### src/rtl/qcam_pkg.sv
package qcam_pkg;
  localparam int LVL_W  = 8;
  localparam int LINE_W = 8;
  localparam int SID_W  = 4;

  typedef struct packed {
    logic              f;
    logic              e;
    logic [LVL_W-1:0]  lvl;
    logic [LINE_W-1:0] line;
    logic [SID_W-1:0]  sid;
  } qent_t;
endpackage

### src/rtl/qcam_slot.sv
// One associative word (entry 0) with its queue (entries 1..DEPTH-1).
// DEPTH must be at least 2.
module qcam_slot
  import qcam_pkg::*;
#(
  parameter int DEPTH = 4
) (
  input  logic              clk,
  input  logic              rst_n,
  input  logic              push,
  input  qent_t             push_ent,
  input  logic              pop,
  input  logic              pop_ext,
  input  logic              pop_e,
  input  logic              eupd,
  input  logic [LINE_W-1:0] eupd_line,
  input  logic              eupd_val,
  input  logic              run_set,
  output qent_t             head,
  output logic              run,
  output logic              full,
  output logic [LINE_W-1:0] next_line
);
  localparam int PW = (DEPTH > 1) ? $clog2(DEPTH) : 1;

  qent_t          ent [DEPTH];
  qent_t          nxt [DEPTH];
  logic           run_q;
  logic [PW-1:0]  tail_pos;

  // first empty position; filled entries always form a prefix
  always_comb begin
    tail_pos = PW'(DEPTH - 1);
    for (int i = DEPTH - 1; i >= 0; i--) begin
      if (!ent[i].f) tail_pos = PW'(i);
    end
  end

  always_comb begin
    for (int i = 0; i < DEPTH; i++) nxt[i] = ent[i];
    if (pop) begin
      for (int i = 0; i < DEPTH - 1; i++) nxt[i] = ent[i+1];
      nxt[DEPTH-1] = '0;
      if (pop_ext && ent[1].f) nxt[0].e = pop_e;
    end else if (push && !ent[DEPTH-1].f) begin
      nxt[tail_pos]   = push_ent;
      nxt[tail_pos].f = 1'b1;
    end
    if (eupd) begin
      for (int i = 0; i < DEPTH; i++) begin
        if (nxt[i].f && nxt[i].line == eupd_line) nxt[i].e = eupd_val;
      end
    end
  end

  always_ff @(posedge clk) begin
    if (!rst_n) begin
      for (int i = 0; i < DEPTH; i++) ent[i] <= '0;
      run_q <= 1'b0;
    end else begin
      for (int i = 0; i < DEPTH; i++) ent[i] <= nxt[i];
      if (pop)          run_q <= 1'b0;
      else if (run_set) run_q <= 1'b1;
    end
  end

  assign head      = ent[0];
  assign run       = run_q;
  assign full      = ent[DEPTH-1].f;
  assign next_line = ent[1].line;

  // queue stays packed towards the front
  for (genvar i = 0; i < DEPTH - 1; i++) begin : g_pack
    a_r3_packed: assert property (@(posedge clk) disable iff (!rst_n)
      ent[i+1].f |-> ent[i].f);
  end

  // a push into a slot always leaves a filled front
  a_r2_push_fills: assert property (@(posedge clk) disable iff (!rst_n)
    (push && !pop) |=> head.f);

  // a released front is never left marked running
  a_r5_pop_idle: assert property (@(posedge clk) disable iff (!rst_n)
    pop |=> !run);
endmodule

### src/rtl/qcam_pick.sv
// Associative searches across the front words.
module qcam_pick
  import qcam_pkg::*;
#(
  parameter int WORDS = 8,
  localparam int IW = (WORDS > 1) ? $clog2(WORDS) : 1
) (
  input  qent_t             heads [WORDS],
  input  logic [LVL_W-1:0]  key_a,
  input  logic [LVL_W-1:0]  key_b,
  input  logic [LINE_W-1:0] clr_line,
  output logic              hit_a,
  output logic [IW-1:0]     idx_a,
  output logic              hit_b,
  output logic [IW-1:0]     idx_b,
  output logic              vac_any,
  output logic [IW-1:0]     vac_idx,
  output logic              best_any,
  output logic [IW-1:0]     best_idx,
  output logic [WORDS-1:0]  clr_mask
);
  logic [LVL_W:0] best_key;

  always_comb begin
    hit_a    = 1'b0;  idx_a    = '0;
    hit_b    = 1'b0;  idx_b    = '0;
    vac_any  = 1'b0;  vac_idx  = '0;
    best_any = 1'b0;  best_idx = '0;
    best_key = '0;
    clr_mask = '0;
    for (int i = 0; i < WORDS; i++) begin
      if (heads[i].f) begin
        if (heads[i].lvl == key_a) begin hit_a = 1'b1; idx_a = IW'(i); end
        if (heads[i].lvl == key_b) begin hit_b = 1'b1; idx_b = IW'(i); end
        clr_mask[i] = (heads[i].line == clr_line);
        if (!best_any || {heads[i].e, heads[i].lvl} > best_key) begin
          best_any = 1'b1;
          best_idx = IW'(i);
          best_key = {heads[i].e, heads[i].lvl};
        end
      end else begin
        // later (higher) index overrides: highest vacant wins
        vac_any = 1'b1;
        vac_idx = IW'(i);
      end
    end
  end
endmodule

### src/rtl/qcam_sched.sv
module qcam_sched
  import qcam_pkg::*;
#(
  parameter int WORDS = 8,
  parameter int DEPTH = 4
) (
  input  logic              clk,
  input  logic              rst_n,
  input  logic              req_valid,
  output logic              req_ready,
  input  logic [LVL_W-1:0]  req_level,
  input  logic [LINE_W-1:0] req_line,
  input  logic [SID_W-1:0]  req_sid,
  input  logic              req_en,
  input  logic              cmp_valid,
  input  logic [LVL_W-1:0]  cmp_level,
  input  logic              clr_valid,
  input  logic [LINE_W-1:0] clr_line,
  input  logic              en_valid,
  input  logic [LINE_W-1:0] en_line,
  input  logic              en_value,
  output logic [LINE_W-1:0] promo_line,
  input  logic              promo_en,
  output logic              ntf_valid,
  input  logic              ntf_ready,
  output logic [LVL_W-1:0]  ntf_level,
  output logic [LINE_W-1:0] ntf_line,
  output logic [SID_W-1:0]  ntf_sid,
  output logic              ovf_trap
);
  localparam int IW = (WORDS > 1) ? $clog2(WORDS) : 1;

  qent_t             heads  [WORDS];
  logic [LINE_W-1:0] nlines [WORDS];
  logic [WORDS-1:0]  runs, fulls, clr_mask;
  logic              hit_a, hit_b, vac_any, best_any;
  logic [IW-1:0]     idx_a, idx_b, vac_idx, best_idx;
  logic              do_cmp, do_clr, do_en, do_req, ntf_acc;
  logic              req_full, ovf_q;
  qent_t             new_ent;

  // one operation per cycle, fixed priority
  assign do_cmp    = cmp_valid;
  assign do_clr    = clr_valid && !cmp_valid;
  assign do_en     = en_valid && !cmp_valid && !clr_valid;
  assign req_ready = !(cmp_valid || clr_valid || en_valid);
  assign do_req    = req_valid && req_ready;

  qcam_pick #(.WORDS(WORDS)) u_pick (
    .heads    (heads),
    .key_a    (req_level),
    .key_b    (cmp_level),
    .clr_line (clr_line),
    .hit_a    (hit_a),
    .idx_a    (idx_a),
    .hit_b    (hit_b),
    .idx_b    (idx_b),
    .vac_any  (vac_any),
    .vac_idx  (vac_idx),
    .best_any (best_any),
    .best_idx (best_idx),
    .clr_mask (clr_mask)
  );

  assign req_full = hit_a ? fulls[idx_a] : !vac_any;
  assign new_ent  = '{f: 1'b1, e: req_en, lvl: req_level, line: req_line, sid: req_sid};

  assign ntf_valid = best_any && heads[best_idx].e && !runs[best_idx];
  assign ntf_level = heads[best_idx].lvl;
  assign ntf_line  = heads[best_idx].line;
  assign ntf_sid   = heads[best_idx].sid;
  assign ntf_acc   = ntf_valid && ntf_ready;

  assign promo_line = hit_b ? nlines[idx_b] : '0;

  for (genvar g = 0; g < WORDS; g++) begin : g_word
    logic pop_g, push_g;
    assign pop_g  = (do_cmp && hit_b && idx_b == IW'(g)) || (do_clr && clr_mask[g]);
    assign push_g = do_req && !req_full &&
                    (hit_a ? (idx_a == IW'(g)) : (vac_idx == IW'(g)));

    qcam_slot #(.DEPTH(DEPTH)) u_slot (
      .clk       (clk),
      .rst_n     (rst_n),
      .push      (push_g),
      .push_ent  (new_ent),
      .pop       (pop_g),
      .pop_ext   (do_cmp),
      .pop_e     (promo_en),
      .eupd      (do_en),
      .eupd_line (en_line),
      .eupd_val  (en_value),
      .run_set   (ntf_acc && best_idx == IW'(g)),
      .head      (heads[g]),
      .run       (runs[g]),
      .full      (fulls[g]),
      .next_line (nlines[g])
    );
  end

  always_ff @(posedge clk) begin
    if (!rst_n) ovf_q <= 1'b0;
    else        ovf_q <= do_req && req_full;
  end
  assign ovf_trap = ovf_q;

  // a trap only follows an accepted request
  a_r7_trap_cause: assert property (@(posedge clk) disable iff (!rst_n)
    ovf_trap |-> $past(req_valid && req_ready));

  // a held offer stays steady while nothing else happens
  a_r10_offer_hold: assert property (@(posedge clk) disable iff (!rst_n)
    (ntf_valid && !ntf_ready && !req_valid && !cmp_valid && !clr_valid && !en_valid)
    |=> (ntf_valid && $stable(ntf_line) && $stable(ntf_level) && $stable(ntf_sid)));

  // an accepted offer is not repeated when nothing else changes
  a_r10_accept_once: assert property (@(posedge clk) disable iff (!rst_n)
    (ntf_valid && ntf_ready && !req_valid && !cmp_valid && !clr_valid && !en_valid)
    |=> !ntf_valid);

  // a completion blocks the request stream in its cycle
  a_r9_cmp_blocks: assert property (@(posedge clk) disable iff (!rst_n)
    cmp_valid |-> !req_ready);
endmodule

### config.mk
export PLATFORM = sky130hd
export DESIGN_NAME = qcam_sched
export DESIGN_NICKNAME = d
export VERILOG_FILES = /design/src/rtl/qcam_pkg.sv /design/src/rtl/qcam_slot.sv /design/src/rtl/qcam_pick.sv /design/src/rtl/qcam_sched.sv
export SDC_FILE = /design/constraint.sdc
export NUM_CORES = 2
export LEC_CHECK = 0
export ABC_AREA = 1
export CAP_MARGIN = 25
export CORE_MARGIN = 4
export CORE_UTILIZATION = 35
export DETAILED_ROUTE_END_ITERATION = 10
export RECOVER_POWER = 25
export SYNTH_ARGS = -nofsm -noshare
export SYNTH_HDL_FRONTEND = slang
export SYNTH_SLANG_ARGS = --single-unit
### constraint.sdc
create_clock -name clk -period 16.6 [get_ports clk]
set_clock_uncertainty 0.05 [all_clocks]
set_input_delay 3.32 -clock clk [delete_from_list [all_inputs] [get_ports clk]]
set_output_delay 3.32 -clock clk [all_outputs]
set_load 0.03 [all_outputs]
Yosys cells after proc, flatten, opt, wreduce, memory -nomap -nowiden
Memories as Yosys holds them, arrays and structs flattened.
Cells that the tools add are included.
- register bits: 9
- bits in latches: 0
- memory bits (writable): 704
- bits in read-only memories: 0
- input bits: 54
- output and inout port bits: 31
- memories: 8
- $add $sub $neg: 0
- multiply operators: 0
- div/mod/pow operators: 0
- order comparisons: 27
- eq/ne operators: 84
- shifts and indexed selects: 0
- muxes and demuxes: 339
- bitwise gates (word level): 43
- reductions and logical operators: 148
- memory list (name ; words ; width ; read ports ; clocked after memory_dff ; wr ports ; line ; RTL):
    g_word[0].u_slot.ent ; 4 ; 22 ; 4 ; 0 ; 4 ; qcam_slot.sv:26 ; qent_t ent [DEPTH];
    g_word[1].u_slot.ent ; 4 ; 22 ; 4 ; 0 ; 4 ; qcam_slot.sv:26 ;
    g_word[2].u_slot.ent ; 4 ; 22 ; 4 ; 0 ; 4 ; qcam_slot.sv:26 ;
    g_word[3].u_slot.ent ; 4 ; 22 ; 4 ; 0 ; 4 ; qcam_slot.sv:26 ;
    g_word[4].u_slot.ent ; 4 ; 22 ; 4 ; 0 ; 4 ; qcam_slot.sv:26 ;
    g_word[5].u_slot.ent ; 4 ; 22 ; 4 ; 0 ; 4 ; qcam_slot.sv:26 ;
    +2 memories ; - ; - ; - ; - ; - ; - ;
- operators with widths (kind ; number):
    bitwise mux 88 bit ; 16
    two-way mux 88 bit ; 16
    two-way mux 22 bit ; 48
    demux 22 bit (select 2 bit) ; 16
    equality test 8 bit ; 56
    two-way mux 1 bit ; 160
    two-way mux 3 bit ; 43
    two-way mux 9 bit ; 13
    logical AND 1 bit ; 98
    binary-select mux 22 bit (select 3 bit) ; 1
    > comparator 9 bit ; 7
    equality test 3 bit, second input constant ; 16
    two-way mux 21 bit ; 2
    two-way mux 2 bit ; 18
    OR 1 bit ; 32
    binary-select mux 8 bit (select 3 bit) ; 1
    equality test 3 x 2 -> 1 bit, second input constant ; 8
    greater-or-equal comparator 3 bit, second input constant ; 8
    < comparator 3 x 1 -> 1 bit, second input constant ; 8
    two-way mux 8 bit ; 3
    inverter 2 -> 3 bit ; 8
    zero test 1 bit ; 21
    logical OR 1 bit ; 17
    OR reduction 2 bit ; 8
    7 further kinds ; 17

Longest topological paths before layout
An unclocked memory read counts as a cell.
- word-level depth: 38
- depth in mapped cells: 112

By module
A second synthesis with hierarchy kept.
- cells, all modules: 7676
- area total of the unflattened synthesis: 47752.0 um2
- by module, submodules not included (module ; instances ; cells an instance ; area each (um2) ; sequential area each (um2)):
    qcam_slot ; 8 ; 787 ; 5009.8 ; 1781.7
    qcam_pick ; 1 ; 894 ; 5383.9 ; 0.0
    qcam_sched ; 1 ; 486 ; 2289.7 ; 20.0

Worst setup path before layout
No wires, ideal clock.
- kind: register -> output
- from: mem g_word[0].u_slot.ent[0][21] (netlist name)
- to: out ntf_line[0]
- arrival time: 13.438 ns
- data required time: 13.230 ns
- setup slack: -0.208 ns
- stages on the path, launching flop included: 110
- path buffers: 12
- cell sequence: dfxtp_1 -> clkbuf_1 -> clkbuf_1 -> nand2_1 -> ha_1 -> a21oi_1 -> o21ai_0 -> nand2_1 -> nand2_1 -> a21oi_1 -> nor2_1 -> o21ai_0 -> nand2_1 -> nand2_1 -> o22ai_1 -> inv_1 -> ha_1 -> a21oi_1 -> [... 74 more ...] -> nor2_1 -> a211oi_1 -> o21a_1 -> o21ai_0 -> a21oi_1 -> o21bai_1 -> o41ai_1 -> nand2_1 -> nand2_1 -> nand2_1 -> a21oi_1 -> nor2_1 -> inv_1 -> clkbuf_1 -> clkbuf_1 -> o221ai_1 -> nand2_1 -> inv_1
- RTL lines (item ; line ; RTL):
    from (decl) ; qcam_slot.sv:26 ;
    to (decl) ; qcam_sched.sv:27 ; output logic [LINE_W-1:0] ntf_line,

==> summary.md <==
| Metric | Value |
|---|---|
| Status | complete, but fails checks |
| Violated checks | max-capacitance violations, max-slew violations, negative setup slack |
| Layout cell share with drive strength beyond 1 | 9.06% |
| Fmax | 60.2 MHz |
| YS warnings | 0 |
| Multi-input logic area | 28600 um^2 |
| R2r setup slk | 3.77 ns |
| Sequential Area | 14300 um^2 |
| Worst Min Path Start | g_word[5].u_slot.run |
| Clock Path Buffers | 3 |
| Final hold violations | 0 |
| CTS clk-pin slew, worst paths | 0.07 ns |
| Vias in the first global route | 50300 |
| Post-synth cell types | 66 |
| Cts bufs inserted | 82 |
| Post-synth design cell area | 46700 um^2 |
| RSZ-0062 raised after global routing | yes |
| Critical Path AT | 13.24 ns |
| Asr flop ratio synth | 0% |
| Crit. End Element | output pin |
| Cts hold-fix bufs | 0 |
| Crit path from | g_word[0].u_slot.ent[0][21] |
| Worst hold-check path type | reg2reg |
| CP max stage delay | 0.40 ns |
| Area Growth Syn to Fin | 15.2% |
| Critical Path Sink | ntf_level[0] |
| Port Buf Inserts | 84 |
| Final Cycle Share | 100% |
| Die extent in x | 373 um |
| DR DRC count | 0 |
| Leak pwr | 0.0224 uW |
| Starting Density | 35.4% |
| Via count | 55800 |
| Most used cell along the critical path | nand2_1 |
| CP max FO | 7 |
| Post-synthesis compound-gate area fraction | 17.5% |
| GRT Overall Usage | 31.3% |
| CP required | 13.23 ns |
| Post-synthesis register bit count | 713 |
| Reg2reg path depth | 105 |
| Mapped Nets | 7889 |
| WL per Instance | 24.2 um |
| Kind of critical path | reg2out |
| Routability Congestion | 1.02 |
| XOR/XNOR Fraction of Synth Area | 1.56% |
| Post-synth top area cell | dfxtp_1 |
| Root Buffer | clkbuf_16 |
| Fin worst setup slack | -0.00617 ns |
| Post-synth top area share | 30.5% |
| Post-Synth Simple-Gate Area | 38.7% |
| Core area | 132000 um^2 |
| Pre-antenna DRT Iters | 8 |
| Synth area leaders | dfxtp_1, nand2_1, nand3_1 |
| Max Cap Violations | 8 |
| GRT overflow | 0 |
| CTS sink cnt | 713 |
| Finish-stage setup viols | 1 |
| Routed wire length | 231000 um |
| Number of synthesized flops with an enable pin | 0 |
| Mapped Cells | 7772 |
| Via-to-Cell Ratio | 5.86 |
| Largest family of logic cells by synthesized area | simple AND/OR/NAND/NOR gates |
| Final Critical Period | 16.61 ns |
| Tightest Pin Transition | 2.71 ns |
| Final HPWL DP | 155000 um |
| Slew HR | -81.0% |
| Reg2reg end | g_word[1].u_slot.run |
| DR iter-0 viols | 6976 |
| Nets@finish | 7824 |
| Tot Pwr | 4040 uW |
| I/O pin cnt | 85 |
| Max stage delay cell, worst path | dfxtp_4 |
| Power Density | 75.1 nW/um^2 |
| Largest net degree at the start of global routing | 129 |
| Register area share after synthesis | 30.5% |
| Adder-Cell Fraction of Synth Area | 1.69% |
| Main synth FF type | dfxtp_1 |
| CP Launch Type | flip-flop |
| Avg Cell Area, Syn | 6.01 um^2 |
| Final max-slew violation count | 264 |
| Initial antenna violation count | 12 |
| Rows | 133 |
| Post-layout util | 40.7% |
| CTS tree | built |
| R2r startpoint | g_word[0].u_slot.ent[0][21] |
| Die Y | 373 um |
| H-tree levels | 3 |
| Antenna-violating nets left | 0 |
| Number of fill cells in the layout | 14200 |
| First-pass GRT wire length | 334000 um |
| Clk_lat worst skew | 0.71 ns |
| Mux contribution to synthesized area | 0% |
| Die area | 139000 um^2 |
| Worst VDD drop | 0.0761 mV |
## cells in the final DEF (no fill, tap or decap), types with 29 or more instances in the layout
| cell | Yosys | routed |
|---|---|---|
| a31oi_1 | 281 | 272 |
| a211oi_1 | 41 | 35 |
| nand2_2 | 8 | 37 |
| buf_4 | 22 | 238 |
| o21bai_1 | 46 | 46 |
| clkbuf_16 | 0 | 85 |
| inv_1 | 611 | 583 |
| clkdlybuf4s50_1 | 0 | 42 |
| nand3_1 | 653 | 660 |
| xor2_1 | 62 | 62 |
| nor4_1 | 33 | 33 |
| a21oi_1 | 357 | 347 |
| nand2_1 | 2566 | 2529 |
| inv_2 | 35 | 56 |
| nor2_1 | 717 | 708 |
| o21ai_1 | 35 | 53 |
| dfxtp_1 | 713 | 712 |
| nand4_1 | 208 | 209 |
| buf_12 | 1 | 29 |
| ha_1 | 63 | 50 |
| nor3_1 | 34 | 34 |
| o22ai_1 | 44 | 38 |
| o21ai_0 | 497 | 460 |
## layout make-up
| cell class | count | area share, % |
|---|---|---|
| multi-input combinational | 5876 | 53.2 |
| sequential | 713 | 26.5 |
| timing repair buffer | 367 | 6.22 |
| inverter | 667 | 4.70 |
| clock buffer | 118 | 4.51 |
| tap | 1755 | 4.08 |
| clock inverter | 26 | 0.783 |
| antenna | 6 | 0.0279 |
## report_power, final
group / switching (uW) / internal, uW
Sequential: 4.77 / 1710
Combinational: 275 / 88.2
Clock: 839 / 1120
Total: 1120 / 2920
## sequential cells by signal, indices dropped and copies added, names as in the netlist
| signal | cells |
|---|---|
| g_word.u_slot.ent | 704 |
| g_word.u_slot.run | 8 |
| ovf_trap | 1 |
## layer usage
metal  routed length [um]  GRT usage (%)  vias up
li1                     -              -    25600
met1                93700           41.9    26100
met2                96500           46.8     3344
met3                26700           7.09      770
met4                14000           16.3        6
met5                   39              0        -
## worst max-delay path, delay by kind of cell, from the launching register on
kind	cells	cell delay [ns]
AO/OA/AOI/OAI	41	4.22
adder cells (fa/ha/maj)	7	2.15
buffers and inverters	14	1.62
flip-flops	1	0.40
AND/OR/NAND/NOR	45	4.13
## synth_stat cells (4+ instances only)
cell type / number
a21oi_1: 357
a221oi_1: 11
o2111ai_1: 11
a32oi_1: 4
inv_2: 35
nor3_1: 34
nand4_1: 208
inv_1: 611
o221ai_1: 35
clkbuf_1: 354
o41ai_1: 6
and2_1: 11
xor2_1: 62
xnor2_1: 21
a211oi_1: 41
o21ai_0: 497
nand3_2: 11
a22oi_1: 10
nor2_4: 5
nor2_2: 8
o22ai_1: 44
buf_6: 6
nand3_1: 653
o211ai_1: 21
nor3_4: 4
a31oi_1: 281
or2_2: 9
o21ai_1: 35
nor4_1: 33
o21bai_1: 46
or4_1: 5
ha_1: 63
nand2_2: 8
nor2_1: 717
nand2_1: 2566
o21a_1: 5
clkinv_1: 18
buf_2: 59
buf_1: 73
dfxtp_1: 713
nand3b_1: 17
buf_4: 22
## what timing repair did
action | CTS | global route
setup endpoints to repair | 21 | 21
cloned | 2 | 3
pin swaps | 21 | 76
buffers inserted | 10 | 33
resized for setup | 77 | 195
## per-stage QoR
stage / TNS, ns / instances / setup WS (ns) / cell area (um^2) / hold slack (ns)
2_1_floorplan: 0 / 7772 / 0.00158 / 46700 / 0.377
3_3_place_gp: 0 / 9325 / 0.0136 / 49600 / 0.387
3_5_place_dp: 0 / 9327 / 0.0346 / 49600 / 0.392
4_1_cts: 0 / 9483 / 0.0114 / 52800 / 0.402
5_1_grt: -20.95 / 9525 / -1.07 / 53800 / 0.422
6_report: -0.00617 / 9528 / -0.00617 / 53800 / 0.402
## cell families after synthesis
| family | Yosys count |
|---|---|
| adders and majority gates | 63 |
| AOI/OAI and AO/OA | 1424 |
| and+or+nand+nor | 4306 |
| buffers and inverters | 1183 |
| DFF | 713 |
| xor gates and xnor gates | 83 |
## worst min-delay path by stage
| stage | depth (start not counted) | endpoint |
|---|---|---|
| 5_1_grt | 2 | g_word[3].u_slot.run |
| 3_5_place_dp | 2 | g_word[4].u_slot.run |
| 4_1_cts | 2 | g_word[4].u_slot.run |
| 2_1_floorplan | 2 | g_word[2].u_slot.run |
| 3_3_place_gp | 2 | g_word[4].u_slot.run |
| 6_report | 2 | g_word[5].u_slot.run |
Power figures use the tool's default switching activity.
